==> config.mk <==
export PLATFORM = sky130hd
export DESIGN_NAME = tcm_apar_agg
export DESIGN_NICKNAME = d
export VERILOG_FILES = /design/src/rtl/apar_pkg.sv /design/src/rtl/apar_port_slot.sv /design/src/rtl/apar_core_ctl.sv /design/src/rtl/apar_regif.sv /design/src/rtl/tcm_apar_agg.sv
export SDC_FILE = /design/constraint.sdc
export NUM_CORES = 1
export LEC_CHECK = 0
export ABC_AREA = 1
export CORE_MARGIN = 5
export CORE_UTILIZATION = 50
export CTS_CLUSTER_DIAMETER = 200
export DETAILED_ROUTE_END_ITERATION = 6
export PLACE_DENSITY = 0.88
export SKIP_LAST_GASP = 1
export SYNTH_ARGS = -nofsm -noshare
export SYNTH_HDL_FRONTEND = slang
export SYNTH_SLANG_ARGS = --single-unit
==> constraint.sdc <==
create_clock -name clk_i -period 4.4 [get_ports clk_i]
set_input_delay 0.88 -clock clk_i [delete_from_list [all_inputs] [get_ports clk_i]]
set_output_delay 0.88 -clock clk_i [all_outputs]
set_load 0.01 [all_outputs]
==> src/rtl/apar_pkg.sv <==
package apar_pkg;
    localparam int PORTS_PER_CORE = 3;

    typedef enum logic [1:0] {
        PORT_A  = 2'd0,
        PORT_B0 = 2'd1,
        PORT_B1 = 2'd2
    } tcm_port_e;

    localparam int OFS_FORCE   = 'h00;
    localparam int OFS_CLEAR   = 'h01;
    localparam int CORE_BASE   = 'h10;
    localparam int CORE_STRIDE = 'h08;
    localparam int SUB_RAW     = 0;
    localparam int SUB_MASKED  = 1;
    localparam int SUB_MASK    = 2;
    localparam int SUB_ADDR    = 4;
endpackage

==> src/rtl/apar_port_slot.sv <==
module apar_port_slot #(
    parameter int ADDR_W = 16
) (
    input  logic              clk_i,
    input  logic              rst_ni,
    input  logic              err_i,
    input  logic              force_i,
    input  logic              clear_i,
    input  logic [ADDR_W-1:0] addr_i,
    output logic              raw_o,
    output logic              raw_next_o,
    output logic [ADDR_W-1:0] addr_o
);
    typedef struct packed {
        logic              raw;
        logic [ADDR_W-1:0] addr;
    } slot_t;

    slot_t st_d, st_q;
    logic  hit;

    always_comb begin
        st_d   = st_q;
        hit    = err_i | force_i;
        st_d.raw = (st_q.raw & ~clear_i) | hit;
        if (hit && (!st_q.raw || clear_i)) begin
            st_d.addr = addr_i;
        end
    end

    always_ff @(posedge clk_i or negedge rst_ni) begin
        if (!rst_ni) begin
            st_q <= '0;
        end else begin
            st_q <= st_d;
        end
    end

    assign raw_o      = st_q.raw;
    assign raw_next_o = st_d.raw;
    assign addr_o     = st_q.addr;
endmodule

==> src/rtl/apar_core_ctl.sv <==
module apar_core_ctl #(
    parameter int NPORT = 3
) (
    input  logic             clk_i,
    input  logic             rst_ni,
    input  logic [NPORT-1:0] raw_next_i,
    input  logic             mask_we_i,
    input  logic [NPORT-1:0] mask_wdata_i,
    output logic [NPORT-1:0] mask_o,
    output logic             irq_o
);
    typedef struct packed {
        logic [NPORT-1:0] mask;
        logic             irq;
    } core_t;

    core_t cs_d, cs_q;

    always_comb begin
        cs_d = cs_q;
        if (mask_we_i) begin
            cs_d.mask = mask_wdata_i;
        end
        cs_d.irq = |(raw_next_i & cs_d.mask);
    end

    always_ff @(posedge clk_i or negedge rst_ni) begin
        if (!rst_ni) begin
            cs_q <= '0;
        end else begin
            cs_q <= cs_d;
        end
    end

    assign mask_o = cs_q.mask;
    assign irq_o  = cs_q.irq;
endmodule

==> src/rtl/apar_regif.sv <==
module apar_regif
    import apar_pkg::*;
#(
    parameter int NUM_CORES = 2,
    parameter int ADDR_W    = 16,
    parameter int REG_AW    = 8,
    parameter int DATA_W    = 32,
    localparam int NSRC     = NUM_CORES * PORTS_PER_CORE
) (
    input  logic                   we_i,
    input  logic [REG_AW-1:0]      addr_i,
    input  logic [DATA_W-1:0]      wdata_i,
    input  logic [NSRC-1:0]        raw_i,
    input  logic [NSRC-1:0]        mask_i,
    input  logic [NSRC*ADDR_W-1:0] cap_addr_i,
    output logic [NSRC-1:0]        force_o,
    output logic [NSRC-1:0]        clear_o,
    output logic [NUM_CORES-1:0]   mask_we_o,
    output logic [DATA_W-1:0]      rdata_o
);
    logic unused_wdata;
    assign unused_wdata = ^wdata_i[DATA_W-1:NSRC];

    always_comb begin
        force_o   = '0;
        clear_o   = '0;
        mask_we_o = '0;
        rdata_o   = '0;
        if (we_i && addr_i == REG_AW'(OFS_FORCE)) force_o = wdata_i[NSRC-1:0];
        if (we_i && addr_i == REG_AW'(OFS_CLEAR)) clear_o = wdata_i[NSRC-1:0];
        for (int c = 0; c < NUM_CORES; c++) begin
            if (addr_i == REG_AW'(CORE_BASE + c*CORE_STRIDE + SUB_MASK)) begin
                mask_we_o[c] = we_i;
                rdata_o      = DATA_W'(mask_i[c*PORTS_PER_CORE +: PORTS_PER_CORE]);
            end
            if (addr_i == REG_AW'(CORE_BASE + c*CORE_STRIDE + SUB_RAW)) begin
                rdata_o = DATA_W'(raw_i[c*PORTS_PER_CORE +: PORTS_PER_CORE]);
            end
            if (addr_i == REG_AW'(CORE_BASE + c*CORE_STRIDE + SUB_MASKED)) begin
                rdata_o = DATA_W'(raw_i[c*PORTS_PER_CORE +: PORTS_PER_CORE]
                                  & mask_i[c*PORTS_PER_CORE +: PORTS_PER_CORE]);
            end
            for (int p = 0; p < PORTS_PER_CORE; p++) begin
                if (addr_i == REG_AW'(CORE_BASE + c*CORE_STRIDE + SUB_ADDR + p)) begin
                    rdata_o = DATA_W'(cap_addr_i[(c*PORTS_PER_CORE+p)*ADDR_W +: ADDR_W]);
                end
            end
        end
    end
endmodule

==> src/rtl/tcm_apar_agg.sv <==
module tcm_apar_agg
    import apar_pkg::*;
#(
    parameter int NUM_CORES = 2,
    parameter int ADDR_W    = 16,
    parameter int REG_AW    = 8,
    parameter int DATA_W    = 32,
    localparam int NSRC     = NUM_CORES * PORTS_PER_CORE
) (
    input  logic                   clk_i,
    input  logic                   rst_ni,
    input  logic [NSRC-1:0]        par_err_i,
    input  logic [NSRC*ADDR_W-1:0] par_addr_i,
    input  logic                   reg_we_i,
    input  logic [REG_AW-1:0]      reg_addr_i,
    input  logic [DATA_W-1:0]      reg_wdata_i,
    output logic [DATA_W-1:0]      reg_rdata_o,
    output logic [NUM_CORES-1:0]   irq_o
);
    logic [NSRC-1:0]        raw_q;
    logic [NSRC-1:0]        raw_next;
    logic [NSRC-1:0]        mask_q;
    logic [NSRC*ADDR_W-1:0] cap_addr_q;
    logic [NSRC-1:0]        force_vec;
    logic [NSRC-1:0]        clear_vec;
    logic [NUM_CORES-1:0]   mask_we;

    apar_regif #(
        .NUM_CORES(NUM_CORES), .ADDR_W(ADDR_W), .REG_AW(REG_AW), .DATA_W(DATA_W)
    ) regif_i (
        .we_i      (reg_we_i),
        .addr_i    (reg_addr_i),
        .wdata_i   (reg_wdata_i),
        .raw_i     (raw_q),
        .mask_i    (mask_q),
        .cap_addr_i(cap_addr_q),
        .force_o   (force_vec),
        .clear_o   (clear_vec),
        .mask_we_o (mask_we),
        .rdata_o   (reg_rdata_o)
    );

    for (genvar s = 0; s < NSRC; s++) begin : g_slot
        apar_port_slot #(.ADDR_W(ADDR_W)) slot_i (
            .clk_i     (clk_i),
            .rst_ni    (rst_ni),
            .err_i     (par_err_i[s]),
            .force_i   (force_vec[s]),
            .clear_i   (clear_vec[s]),
            .addr_i    (par_addr_i[s*ADDR_W +: ADDR_W]),
            .raw_o     (raw_q[s]),
            .raw_next_o(raw_next[s]),
            .addr_o    (cap_addr_q[s*ADDR_W +: ADDR_W])
        );
    end

    for (genvar c = 0; c < NUM_CORES; c++) begin : g_core
        apar_core_ctl #(.NPORT(PORTS_PER_CORE)) core_i (
            .clk_i       (clk_i),
            .rst_ni      (rst_ni),
            .raw_next_i  (raw_next[c*PORTS_PER_CORE +: PORTS_PER_CORE]),
            .mask_we_i   (mask_we[c]),
            .mask_wdata_i(reg_wdata_i[PORTS_PER_CORE-1:0]),
            .mask_o      (mask_q[c*PORTS_PER_CORE +: PORTS_PER_CORE]),
            .irq_o       (irq_o[c])
        );
    end
endmodule

==> flow_metrics.env <==
export IMPL_status="completed"
export IMPL_clkPwrFrac_pct=33.5
export IMPL_cts_tree="done"
export IMPL_areaGrowthSynthToFinish_pct=29.4
export IMPL_yosysSeqAreaShare_pct=48.9
export IMPL_fin_crit_ns=4.17
export IMPL_synthArstFlopShare_pct=100
export IMPL_setup_viol=0
export IMPL_synth_edf_count=0
export IMPL_drt_antenna_violating_nets=0
export IMPL_io_buffers=136
export IMPL_power_density_nw_per_um2=312
export IMPL_slowest_delay_ns=0.55
export IMPL_routedWlPerCell_um=17.4
export IMPL_crit_chain="clkdlybuf4s50_1, nand2_1, nor2_4, nand2_1, inv_1, nand2_1, nand3_1, nand2_1, nand4_1, nand2_1, nand3_1, clkdlybuf4s50_1"
export IMPL_postCtsSetupBuffers=0
export IMPL_drtIter0Drc=263
export IMPL_endpoint="reg_rdata_o[2]"
export IMPL_ir_drop_mv=0.254
export IMPL_root_buffer="clkbuf_16"
export IMPL_core_area_um2=10900
export IMPL_grt_use_total_pct=21.5
export IMPL_grt_ovfl_total=0
export IMPL_via_per_inst=5.14
export IMPL_final_hold_viol_count=0
export IMPL_placementRows=38
export IMPL_switching_power_mw=0.542
export IMPL_worstSetupStartpointType="input port"
export IMPL_yosysMostFrequentCell="nand2_1"
export IMPL_vias=4121
export IMPL_max_slew_margin_rel_pct=25.4
export IMPL_cap_viol_max_count=0
export IMPL_netlist_top_cells_area="dfrtp_1 49%, mux2_4 15%, nand2_1 8.4%, mux2_2 7.6%, nand3_1 3.4%"
export IMPL_hpwlAfterDp_mm=10.9
export IMPL_maxSlewViolCount=0
export IMPL_finClkSkew_ns=0.00816
export IMPL_yosysTopAreaCell="dfrtp_1"
export IMPL_critPathLaunch="reg_addr_i[4]"
export IMPL_r2r_slack_ns=2.99
export IMPL_crit_required_ns=3.52
export IMPL_clockBufferDepth=2
export IMPL_p_leak_nw=3.51
export IMPL_slowest_stage="clkdlybuf4s50_1"
export IMPL_fillers=832
export IMPL_r2r_start="g_slot[1].slot_i.raw_o"
export IMPL_max_freq_ghz=0.240
export IMPL_worst_ep_arrival_time_ns=3.29
export IMPL_avgSynthCellArea_um2=10.7
export IMPL_yosysUniqueCellTypes=26
export IMPL_antennaDiodeCount=0
export IMPL_intPower_mw=1.73
export IMPL_cts_clk_slew_worst_paths_ns=0.07
export IMPL_yosys_warnings=0
export IMPL_globalplace_congestion=0.882
export IMPL_path_max_fanout=15
export IMPL_critPathMostFrequentCell="nand2_1"
export IMPL_netlist_area_leader_share_pct=48.9
export IMPL_wirelength_mm=14.0
export IMPL_firstDrtPassIters=6
export IMPL_power_share_sequential_pct=52.3
export IMPL_nNetsFinal=803
export IMPL_io_pin_count=179
export IMPL_placed_cell_area_um2=7010
export IMPL_synth_cells=524
export IMPL_worstSetupEndpointType="primary output"
export IMPL_swShare_pct=23.9
export IMPL_synthFlopType="dfrtp_1"
export IMPL_drive_gt1_share_pct=22.7
export IMPL_crit_type="in -> out"
export IMPL_clock_sinks=110
export IMPL_grt_pass1_vias=4452
export IMPL_final_area_um2=7280
export IMPL_synthTopCellsByCount="126 x nand2_1, 110 x dfrtp_1, 56 x mux2_4, 38 x mux2_2, 38 x nand3_1"
export IMPL_comb_power_share_pct=14.2
export IMPL_die_h_um=116
export IMPL_ctsHtreeMaxLevel=3
export IMPL_initial_utilization_pct=51.5
export IMPL_grt_max_degree=91
export IMPL_dieArea_um2=13500
export IMPL_postCtsResizedCells=0
export IMPL_fin_setup_tns_ns=0
export IMPL_hold_path_class="reg -> reg"
export IMPL_grt_antenna_before_repair=0
export IMPL_hold_buffers=0
export IMPL_die_w_um=116
export IMPL_cts_buffers=9
export IMPL_period_share_pct=94.9
export IMPL_tightestPinTransition_ns=1.12
export IMPL_insertion_delay_ns=0.35
export IMPL_drc_errors=0
export IMPL_grt_pass1_wl_mm=22.3
export IMPL_ys_ff_latch=110
export IMPL_rsz0062_at_grt="no"
export IMPL_r2r_end="g_slot[1].slot_i.addr_o[3]"
export IMPL_r2r_cells=3
export IMPL_syn_area_um2=5630
[flip-flops by register name (all words and copies together), names as in the netlist]
register / cells
g_core.core_i.irq_o: 2
g_core.core_i.mask_o: 6
g_slot.slot_i.addr_o: 96
g_slot.slot_i.raw_o: 6
[placed cells by master (no fill, tap or decap)]
cell / count
clkinv_4: 1
nand2_4: 4
nor2_2: 2
nand2_1: 126
clkbuf_16: 9
nor2_1: 15
inv_6: 1
nand3_1: 38
conb_1: 16
inv_8: 1
mux2_4: 56
nor3_4: 1
a21oi_1: 2
inv_1: 31
mux2_2: 38
dfrtp_1: 110
nor3_1: 3
nor3_2: 2
o21ai_0: 20
buf_4: 6
nand2_2: 4
o21bai_2: 6
nor2_4: 1
nand4_1: 16
clkinv_2: 2
inv_2: 4
clkdlybuf4s50_1: 135
or2_2: 5
clkinvlp_4: 1
o21ai_2: 6
[worst max-delay path, delay by kind of cell]
kind                   cells  cell delay, ns
buffers and inverters      3            1.43
and+or+nand+nor            9            0.98
[logic make-up (layout without fill, tap and decap cells)]
group,count (synthesis),after routing,share of synthesized area [%]
and+or+nand+nor,217,217,17.7
DFF,110,110,48.9
muxes,94,94,22.5
buffers and inverters,68,191,6.71
AOI/OAI and AO/OA,34,34,4.09
other,1,16,0.0666
[metal layers]
layer | global-route usage (%) | part of all wire (%) | up-vias
met3 | 4.87 | 4.8 | 25
met5 | 0 | 0 | -
met4 | 7.42 | 2.5 | 0
met2 | 34.9 | 48 | 128
li1 | - | - | 1983
met1 | 28.5 | 44 | 1985
[metrics by stage]
| stage | hold slack, ns | std cells | setup slack [ns] | util, % | total power [mW] |
|---|---|---|---|---|---|
| 2_1_floorplan | 0.471 | 539 | 1.52 | - | 1.36 |
| 6_report | 0.501 | 802 | 0.226 | 66.6 | 2.27 |
| 4_1_cts | 0.503 | 802 | 0.263 | 66.6 | 2.28 |
| 3_3_place_gp | 0.482 | 787 | 0.320 | 64.1 | 1.51 |
| 3_5_place_dp | 0.486 | 787 | 0.271 | 64.1 | 1.53 |
| 5_1_grt | 0.511 | 802 | 0.0271 | 66.6 | 2.36 |
[power by group through the flow]
stage	registers (mW)	logic (mW)	clock network, mW
floorplan	1.18	0.179	0
global placement	1.20	0.315	0
detailed placement	1.20	0.326	0
CTS	1.19	0.327	0.768
global route	1.20	0.352	0.813
finish	1.19	0.323	0.759
[how the worst min path moves through the flow]
stage,from,to,depth (start not counted)
after detailed placement,g_slot[2].slot_i.addr_o[11],g_slot[2].slot_i.addr_o[11],1
final,g_slot[3].slot_i.addr_o[1],g_slot[3].slot_i.addr_o[1],1
after CTS,g_slot[3].slot_i.addr_o[1],g_slot[3].slot_i.addr_o[1],1
after global placement,g_slot[3].slot_i.addr_o[0],g_slot[3].slot_i.addr_o[0],1
after floorplan,g_slot[2].slot_i.addr_o[0],g_slot[2].slot_i.addr_o[0],1
after global routing,g_slot[3].slot_i.addr_o[1],g_slot[3].slot_i.addr_o[1],1
[cell type report]
type | instances | area, µm² | area share, %
sequential | 110 | 2750 | 37.8
multi-input combinational | 361 | 2550 | 35.1
timing repair buffer | 141 | 1400 | 19.2
clock buffer | 9 | 225 | 3.09
tap | 140 | 175 | 2.41
inverter | 35 | 131 | 1.80
clock inverter | 6 | 46.3 | 0.636
No activity file was read; power rests on OpenSTA's default activity.
